--- src/rtl/sc_pkg.sv ---
package sc_pkg;
    typedef enum logic [1:0] {
        SRC_CFG  = 2'b00,
        SRC_USER = 2'b01,
        SRC_TCK  = 2'b10
    } src_e;

    localparam int EV_GTS  = 0;
    localparam int EV_GWE  = 1;
    localparam int EV_DONE = 2;
    localparam int NUM_EV  = 3;
endpackage

--- src/rtl/sc_step_sel.sv ---
module sc_step_sel (
    input  logic       clk,
    input  logic       rst_n,
    input  logic       idle,
    input  logic [1:0] src_in,
    input  logic       tick_cfg,
    input  logic       tick_user,
    input  logic       tick_tck,
    output logic [1:0] src_q,
    output logic       step
);
    import sc_pkg::*;

    logic [1:0] src_d;

    always_comb begin
        src_d = src_q;
        if (idle) src_d = src_in;
        // high bit set picks the test clock regardless of the low bit
        if (src_q[1])                step = tick_tck;
        else if (src_q == SRC_USER)  step = tick_user;
        else                         step = tick_cfg;
    end

    always_ff @(posedge clk or negedge rst_n) begin
        if (!rst_n) src_q <= SRC_CFG;
        else        src_q <= src_d;
    end
endmodule

--- src/rtl/sc_din_stage.sv ---
module sc_din_stage (
    input  logic clk,
    input  logic rst_n,
    input  logic pipe_en,
    input  logic din,
    output logic dout
);
    logic din_d, din_q;

    always_comb begin
        din_d = din;
        dout  = pipe_en ? din_q : din;
    end

    always_ff @(posedge clk or negedge rst_n) begin
        if (!rst_n) din_q <= 1'b0;
        else        din_q <= din_d;
    end
endmodule

--- src/rtl/sc_evt_latch.sv ---
module sc_evt_latch (
    input  logic clk,
    input  logic rst_n,
    input  logic hit,
    output logic fired_q
);
    logic fired_d;

    always_comb fired_d = fired_q | hit;

    always_ff @(posedge clk or negedge rst_n) begin
        if (!rst_n) fired_q <= 1'b0;
        else        fired_q <= fired_d;
    end
endmodule

--- src/rtl/sc_startup_seq.sv ---
module sc_startup_seq #(
    parameter int PH_W = 3
) (
    input  logic            clk,
    input  logic            rst_n,
    input  logic            start,
    input  logic [1:0]      clk_src,
    input  logic            tick_cfg,
    input  logic            tick_user,
    input  logic            tick_tck,
    input  logic            lock_in,
    input  logic            done_in,
    input  logic            done_pipe,
    input  logic            done_drive,
    input  logic [PH_W-1:0] done_ph,
    input  logic [PH_W-1:0] gts_ph,
    input  logic [PH_W-1:0] gwe_ph,
    input  logic [PH_W-1:0] lock_ph,
    output logic            done_o,
    output logic            done_oe,
    output logic            gts_o,
    output logic            gwe_o,
    output logic [PH_W-1:0] phase_o,
    output logic            finished_o
);
    import sc_pkg::*;

    localparam logic [PH_W-1:0] LAST = '1;
    localparam logic [PH_W-1:0] PRE_LAST = LAST - 1'b1;

    typedef struct packed {
        logic            running;
        logic            fin;
        logic [PH_W-1:0] phase;
    } seq_t;

    seq_t st_d, st_q;

    logic              step, din_eff, lock_hold, done_hold, adv;
    logic [1:0]        src_q;
    logic              seq_run;
    logic [NUM_EV-1:0] hit, fired;
    logic [PH_W-1:0]   ev_ph [NUM_EV];

    sc_step_sel u_sel (
        .clk(clk), .rst_n(rst_n), .idle(!st_q.running), .src_in(clk_src),
        .tick_cfg(tick_cfg), .tick_user(tick_user), .tick_tck(tick_tck),
        .src_q(src_q), .step(step)
    );

    sc_din_stage u_din (
        .clk(clk), .rst_n(rst_n), .pipe_en(done_pipe), .din(done_in), .dout(din_eff)
    );

    always_comb begin
        st_d      = st_q;
        lock_hold = (st_q.phase == lock_ph) && (lock_ph != LAST) && !lock_in;
        done_hold = (st_q.phase == done_ph) && !din_eff;
        adv       = st_q.running && !st_q.fin && step && !lock_hold && !done_hold;
        if (start && !st_q.running) st_d.running = 1'b1;
        if (adv) begin
            st_d.phase = st_q.phase + 1'b1;
            if (st_q.phase == PRE_LAST) st_d.fin = 1'b1;
        end
    end

    always_ff @(posedge clk or negedge rst_n) begin
        if (!rst_n) st_q <= '0;
        else        st_q <= st_d;
    end

    assign ev_ph[EV_GTS]  = gts_ph;
    assign ev_ph[EV_GWE]  = gwe_ph;
    assign ev_ph[EV_DONE] = done_ph;

    for (genvar e = 0; e < NUM_EV; e++) begin : g_ev
        assign hit[e] = st_d.running && (st_d.phase == ev_ph[e]);
        sc_evt_latch u_ev (.clk(clk), .rst_n(rst_n), .hit(hit[e]), .fired_q(fired[e]));
    end

    assign seq_run    = st_q.running;
    assign phase_o    = st_q.phase;
    assign finished_o = st_q.fin;
    assign gts_o      = !fired[EV_GTS];
    assign gwe_o      = fired[EV_GWE];
    assign done_oe    = !fired[EV_DONE] || done_drive;
    assign done_o     = fired[EV_DONE] && done_drive;
endmodule

--- config.mk ---
export PLATFORM = sky130hd
export DESIGN_NAME = sc_startup_seq
export DESIGN_NICKNAME = d
export VERILOG_FILES = /design/src/rtl/sc_pkg.sv /design/src/rtl/sc_step_sel.sv /design/src/rtl/sc_din_stage.sv /design/src/rtl/sc_evt_latch.sv /design/src/rtl/sc_startup_seq.sv
export SDC_FILE = /design/constraint.sdc
export NUM_CORES = 1
export LEC_CHECK = 0
export ABC_AREA = 1
export ABC_CLOCK_PERIOD_IN_PS = 3600
export CAP_MARGIN = 10
export CORE_UTILIZATION = 47
export DETAILED_ROUTE_END_ITERATION = 8
export PLACE_DENSITY = 0.85
export SETUP_SLACK_MARGIN = 0.3
export SYNTH_ARGS = -nofsm -noshare
export SYNTH_HDL_FRONTEND = slang
export SYNTH_SLANG_ARGS = --single-unit
--- constraint.sdc ---
create_clock -name clk -period 3.6 [get_ports clk]
set_input_delay 0.54 -clock clk [delete_from_list [all_inputs] [get_ports clk]]
set_output_delay 0.54 -clock clk [all_outputs]
set_load 0.01 [all_outputs]
[After elaboration in Yosys (flattened, before gate mapping)]
Cells that the tools add are included.
Storage, ports and cells
  word-level logic and storage cells: 47
  input port bits: 24
  output and inout port bits: 8
  register bits: 11
Operators by class
  reductions and logical operators: 22
  bitwise logic cells: 3
  equality and inequality tests: 8
  $add $sub $neg: 1
  muxes and demuxes: 5
Operators with widths (count)
  $eq A3 B3 Y1: 5
  $logic_and A1 B1 Y1: 12
  $logic_not A1 Y1: 8
  $mux W1: 4
  $add A3 B1 Y3 const B: 1
  $eq A3 B3 Y1 const B: 1
  $mux W3: 1
  $ne A3 B3 Y1 const B: 1
  $or A1 B1 Y1: 3
  $eq A2 B1 Y1 const B: 1
  $reduce_and A2 Y1: 1
  $logic_or A1 B1 Y1: 1

[Depth between registers and ports, before layout]
  word-level depth: 10
  gate-level depth with buffers: 13
  mapped depth without buffers: 13

[By module]
From an unflattened synthesis, not the netlist that was laid out.
Unflattened totals
  cell total of the unflattened synthesis: 144
  area total of the unflattened synthesis: 974.7 um^2
By module, submodules not included
  sc_startup_seq: cells each 112, area each 723.2 um^2, seq. area each 125.1 um^2, instances 1
  sc_evt_latch: cells each 4, area each 36.3 um^2, seq. area each 25.0 um^2, instances 3
  sc_step_sel: cells each 15, area each 102.6 um^2, seq. area each 50.0 um^2, instances 1
  sc_din_stage: cells each 5, area each 40.0 um^2, seq. area each 25.0 um^2, instances 1

[Least setup slack after synthesis]
No wires, ideal clock.
  path kind: in2reg
  start point: input lock_ph[2]
  end point: register g_ev[2].u_ev.fired_q
  arrival time: 1.460 ns
  required time: 3.484 ns
  setup time: 0.116 ns
  slack: 2.024 ns
  cell stages on the path: 10
  path buffers: 0
  cells stage by stage: or2_1 nand2_1 nand3_4 nand3_4 nand2_4 nand2_4 xor2_1 inv_1 nand2_1 nand2_1
RTL lines
  from (decl): line sc_startup_seq.sv:18  | input logic [PH_W-1:0] lock_ph,
  to (signal assigned): line sc_evt_latch.sv:13  | else fired_q <= fired_d;
  to (decl): line sc_evt_latch.sv:5  | output logic fired_q

[Worst setup path after layout]
  start point: input done_drive
  end point: output done_oe
On the way
  cells in the longest elaborated chain, start to end: 1
Ends and longest elaborated chain
  from (decl): line sc_startup_seq.sv:14  | input logic done_drive,
  $logic_or A1 B1 Y1: line sc_startup_seq.sv:86  | assign done_oe = !fired[EV_DONE] || done_drive;
  to (decl): line sc_startup_seq.sv:20  | output logic done_oe,
No other way between the ends.

==> results.cfg <==
[logic_synthesis]
ys_ff_latch = 11
synth.area.mux_share = 0
synth.yosys.seq_area_share = 0.309
yosys_warnings = 0
number_of_distinct_library_cells_after_synthesis = 19
synth_compound_gate_area_share = 0.0196
synth_area_in_simple_gates = 0.488
mappedNetlistNets = 160
postSynthAreaPerCell_um2 = 6.66
synth_xor_area_frac = 0.0295
adder_cell_share_of_the_synthesized_area = 0.0281
synth_top_family_by_area = simple AND/OR/NAND/NOR gates
synth_area_um2 = 892
postSynthCellCount = 134

[sta]
final_max_slew_viol_count = 0
relSlewSlack = 0.668
max_freq_mhz = 442
worst-slew-pin-transition_ns = 0.496
period_minus_slack_ns = 2.26
final.setup.tns_ns = 0
timing.final.hold_violations = 0
setup-violations-final = 0
timing.final.crit_share = 0.629
fin_skew_ns = 0.00175
grt_setup_unrepaired = false

[floorplan]
num_io_pins = 32
total_die_area_mm2 = 0.00208
chipHeight_um = 45.6
core_mm2 = 0.00175
die_x_um = 45.6
initial_core_utilization = 0.511
rows = 15

[global_route]
grt_start_max_net_pins = 12
grt_antenna_before_repair = 0
grt_remaining_overflow = 0
grt_pass1_vias = 745
globalRouteTotalUtil = 0.206
global_route_wire_length_before_repair_um = 3020

[critical_path]
criticalPathCategory = input pin to output pin
path_common_cell = clkdlybuf4s50_1
crit_arrival_ns = 1.72
crit_path_top_delay_cell = clkdlybuf4s50_1
endpoint_type_of_the_worst_setup_path = output pin
path_cells = clkdlybuf4s50_1 > or2_2 > clkdlybuf4s50_1
cpPeakStageDelay_ns = 0.48
crit_buf_inv = 2
required_ns = 3.06
crit_family = buffers and inverters
critical_path_peak_fanout = 2
worst_setup_path_start_kind = input pin

[clock_network]
postCtsSetupBuffers = 0
cts.root.buffer_cell = clkbuf_4
cts_hold_repair.buffers = 0
clock-sinks = 11
h-tree-depth = 1
worstSkewPairLatency_ns = 0.27
clk_transition_reported_paths_ns = 0.07
cts_repair_resize_count = 0
tritoncts = done
tritoncts.num_buffers = 3
cts_max_path_bufs = 2

[worst_hold_path]
hp-class = flop to flop

[power_and_ir_drop]
power_density_mw_per_mm2 = 517
leak_pwr_nw = 0.681
ir_worst_vdd_mv = 0.325

[place]
hpwlAfterDp_um = 1540
placed_cell_area_mm2 = 0.00123
port_buffers = 31
gp_routability_congestion = 0.715

[drt]
routed_wire_length_per_instance_um = 9.39
totalWireLength_um = 1820
drt-pass1-iter-count = 4
iter_0_drt_violations = 16
post_drt_via_cell_ratio = 4.61
drcViolationCount = 0
antenna_violating_nets_post_route = 0
num_vias = 894

[cells_and_area]
fin_nets = 196
share_of_post_route_cells_with_drive_strength_above_1 = 0.124
final_cell_mix = 46 x nand2_1, 31 x clkdlybuf4s50_1, 27 x inv_1
area_delta_synth_final_pct = 41.2
final_common_cell = nand2_1
antenna-diode-count = 0
post-route-cell-area_mm2 = 0.00126

[flow_run]
max_cap_violations = 0

[status]
run_status = complete, no violations
==> layout make-up <==
type | instances | area [µm²]
clock buffers | 4 | 26.3
fillers | 144 | 485
inverters | 30 | 113
multi-input cells | 93 | 504
flip-flops and latches | 11 | 275
well taps | 25 | 31.3
repair buffers | 31 | 310
==> report_power, final <==
| part | leakage, nW | total [W] | internal [W] | switching, W |
|---|---|---|---|---|
| clock | 0.0150 | 0.0000840 | 0.0000429 | 0.0000411 |
| sequential | 0.115 | 0.000186 | 0.000148 | 0.0000380 |
| combinational | 0.551 | 0.000382 | 0.000168 | 0.000214 |
| total | 0.681 | 0.000652 | 0.000359 | 0.000293 |
==> state kept, by name, summed over array words and instances (netlist names) <==
register / cells
g_ev.u_ev.fired_q: 3
u_sel.src_q: 2
phase_o: 3
seq_run: 1
u_din.din_q: 1
finished_o: 1
==> Yosys cell counts <==
cell type / count / share of area
xor2_1: 2 / 0.020
o21ai_1: 1 / 0.0056
ha_1: 2 / 0.028
or2_2: 2 / 0.014
nand3_1: 7 / 0.039
nand4_1: 5 / 0.035
or2_1: 2 / 0.014
nand3_4: 2 / 0.039
o21ai_0: 1 / 0.0056
inv_2: 3 / 0.013
nand2_4: 3 / 0.038
nand2_1: 46 / 0.19
nor2_1: 10 / 0.042
nand2_2: 5 / 0.035
xnor2_1: 1 / 0.0098
nor2_4: 3 / 0.038
o21bai_1: 1 / 0.0084
dfrtp_1: 11 / 0.31
inv_1: 27 / 0.11
==> worst reg2reg max path: cells and delay by family (launching register included) <==
kind | cells | cell delay, ns
flip-flops | 1 | 0.52
AND/OR/NAND/NOR | 9 | 0.74
XOR/XNOR | 1 | 0.15
buffers and inverters | 2 | 0.15
==> metal layers <==
metal / wire length [µm] / track usage / up-vias / part of all wire
met2: 964 / 0.369 / 21 / 0.53
met1: 762 / 0.243 / 397 / 0.42
met5: 0 / 0 / - / 0
met4: 31 / 0.109 / 0 / 0.017
met3: 63 / 0.0119 / 4 / 0.035
li1: - / - / 472 / -
==> metrics by stage <==
step	hold WS (ns)	util	cells	worst slack [ns]	power, W
after global placement	0.438	0.707	190	1.35	0.000559
after floorplan	0.244	-	134	2.02	0.000450
final	0.453	0.722	194	1.34	0.000652
after CTS	0.459	0.722	194	1.33	0.000657
after global routing	0.484	0.722	194	1.32	0.000714
after detailed placement	0.440	0.707	190	1.33	0.000573
==> worst paths after layout <==
check / slack, ns / end / from / cells after the start
setup / recovery: 1.34 / done_oe / done_drive / 3
hold / removal: 0.45 / g_ev[0].u_ev.fired_q / g_ev[0].u_ev.fired_q / 2
setup reg to reg: 1.94 / g_ev[2].u_ev.fired_q / phase_o[1] / 12
hold reg to reg: 0.45 / g_ev[0].u_ev.fired_q / g_ev[0].u_ev.fired_q / 2
max in group asynchronous: 2.66 / seq_run / rst_n / 1
min in group asynchronous: 0.60 / phase_o[0] / rst_n / 1
==> logic make-up after synthesis <==
kind of cell               after synthesis
and+or+nand+nor                         85
buffers and inverters                   30
DFF                                     11
AOI/OAI and AO/OA                        3
xor gates and xnor gates                 3
adders and majority gates                2
(Power assumes the default switching activity.)
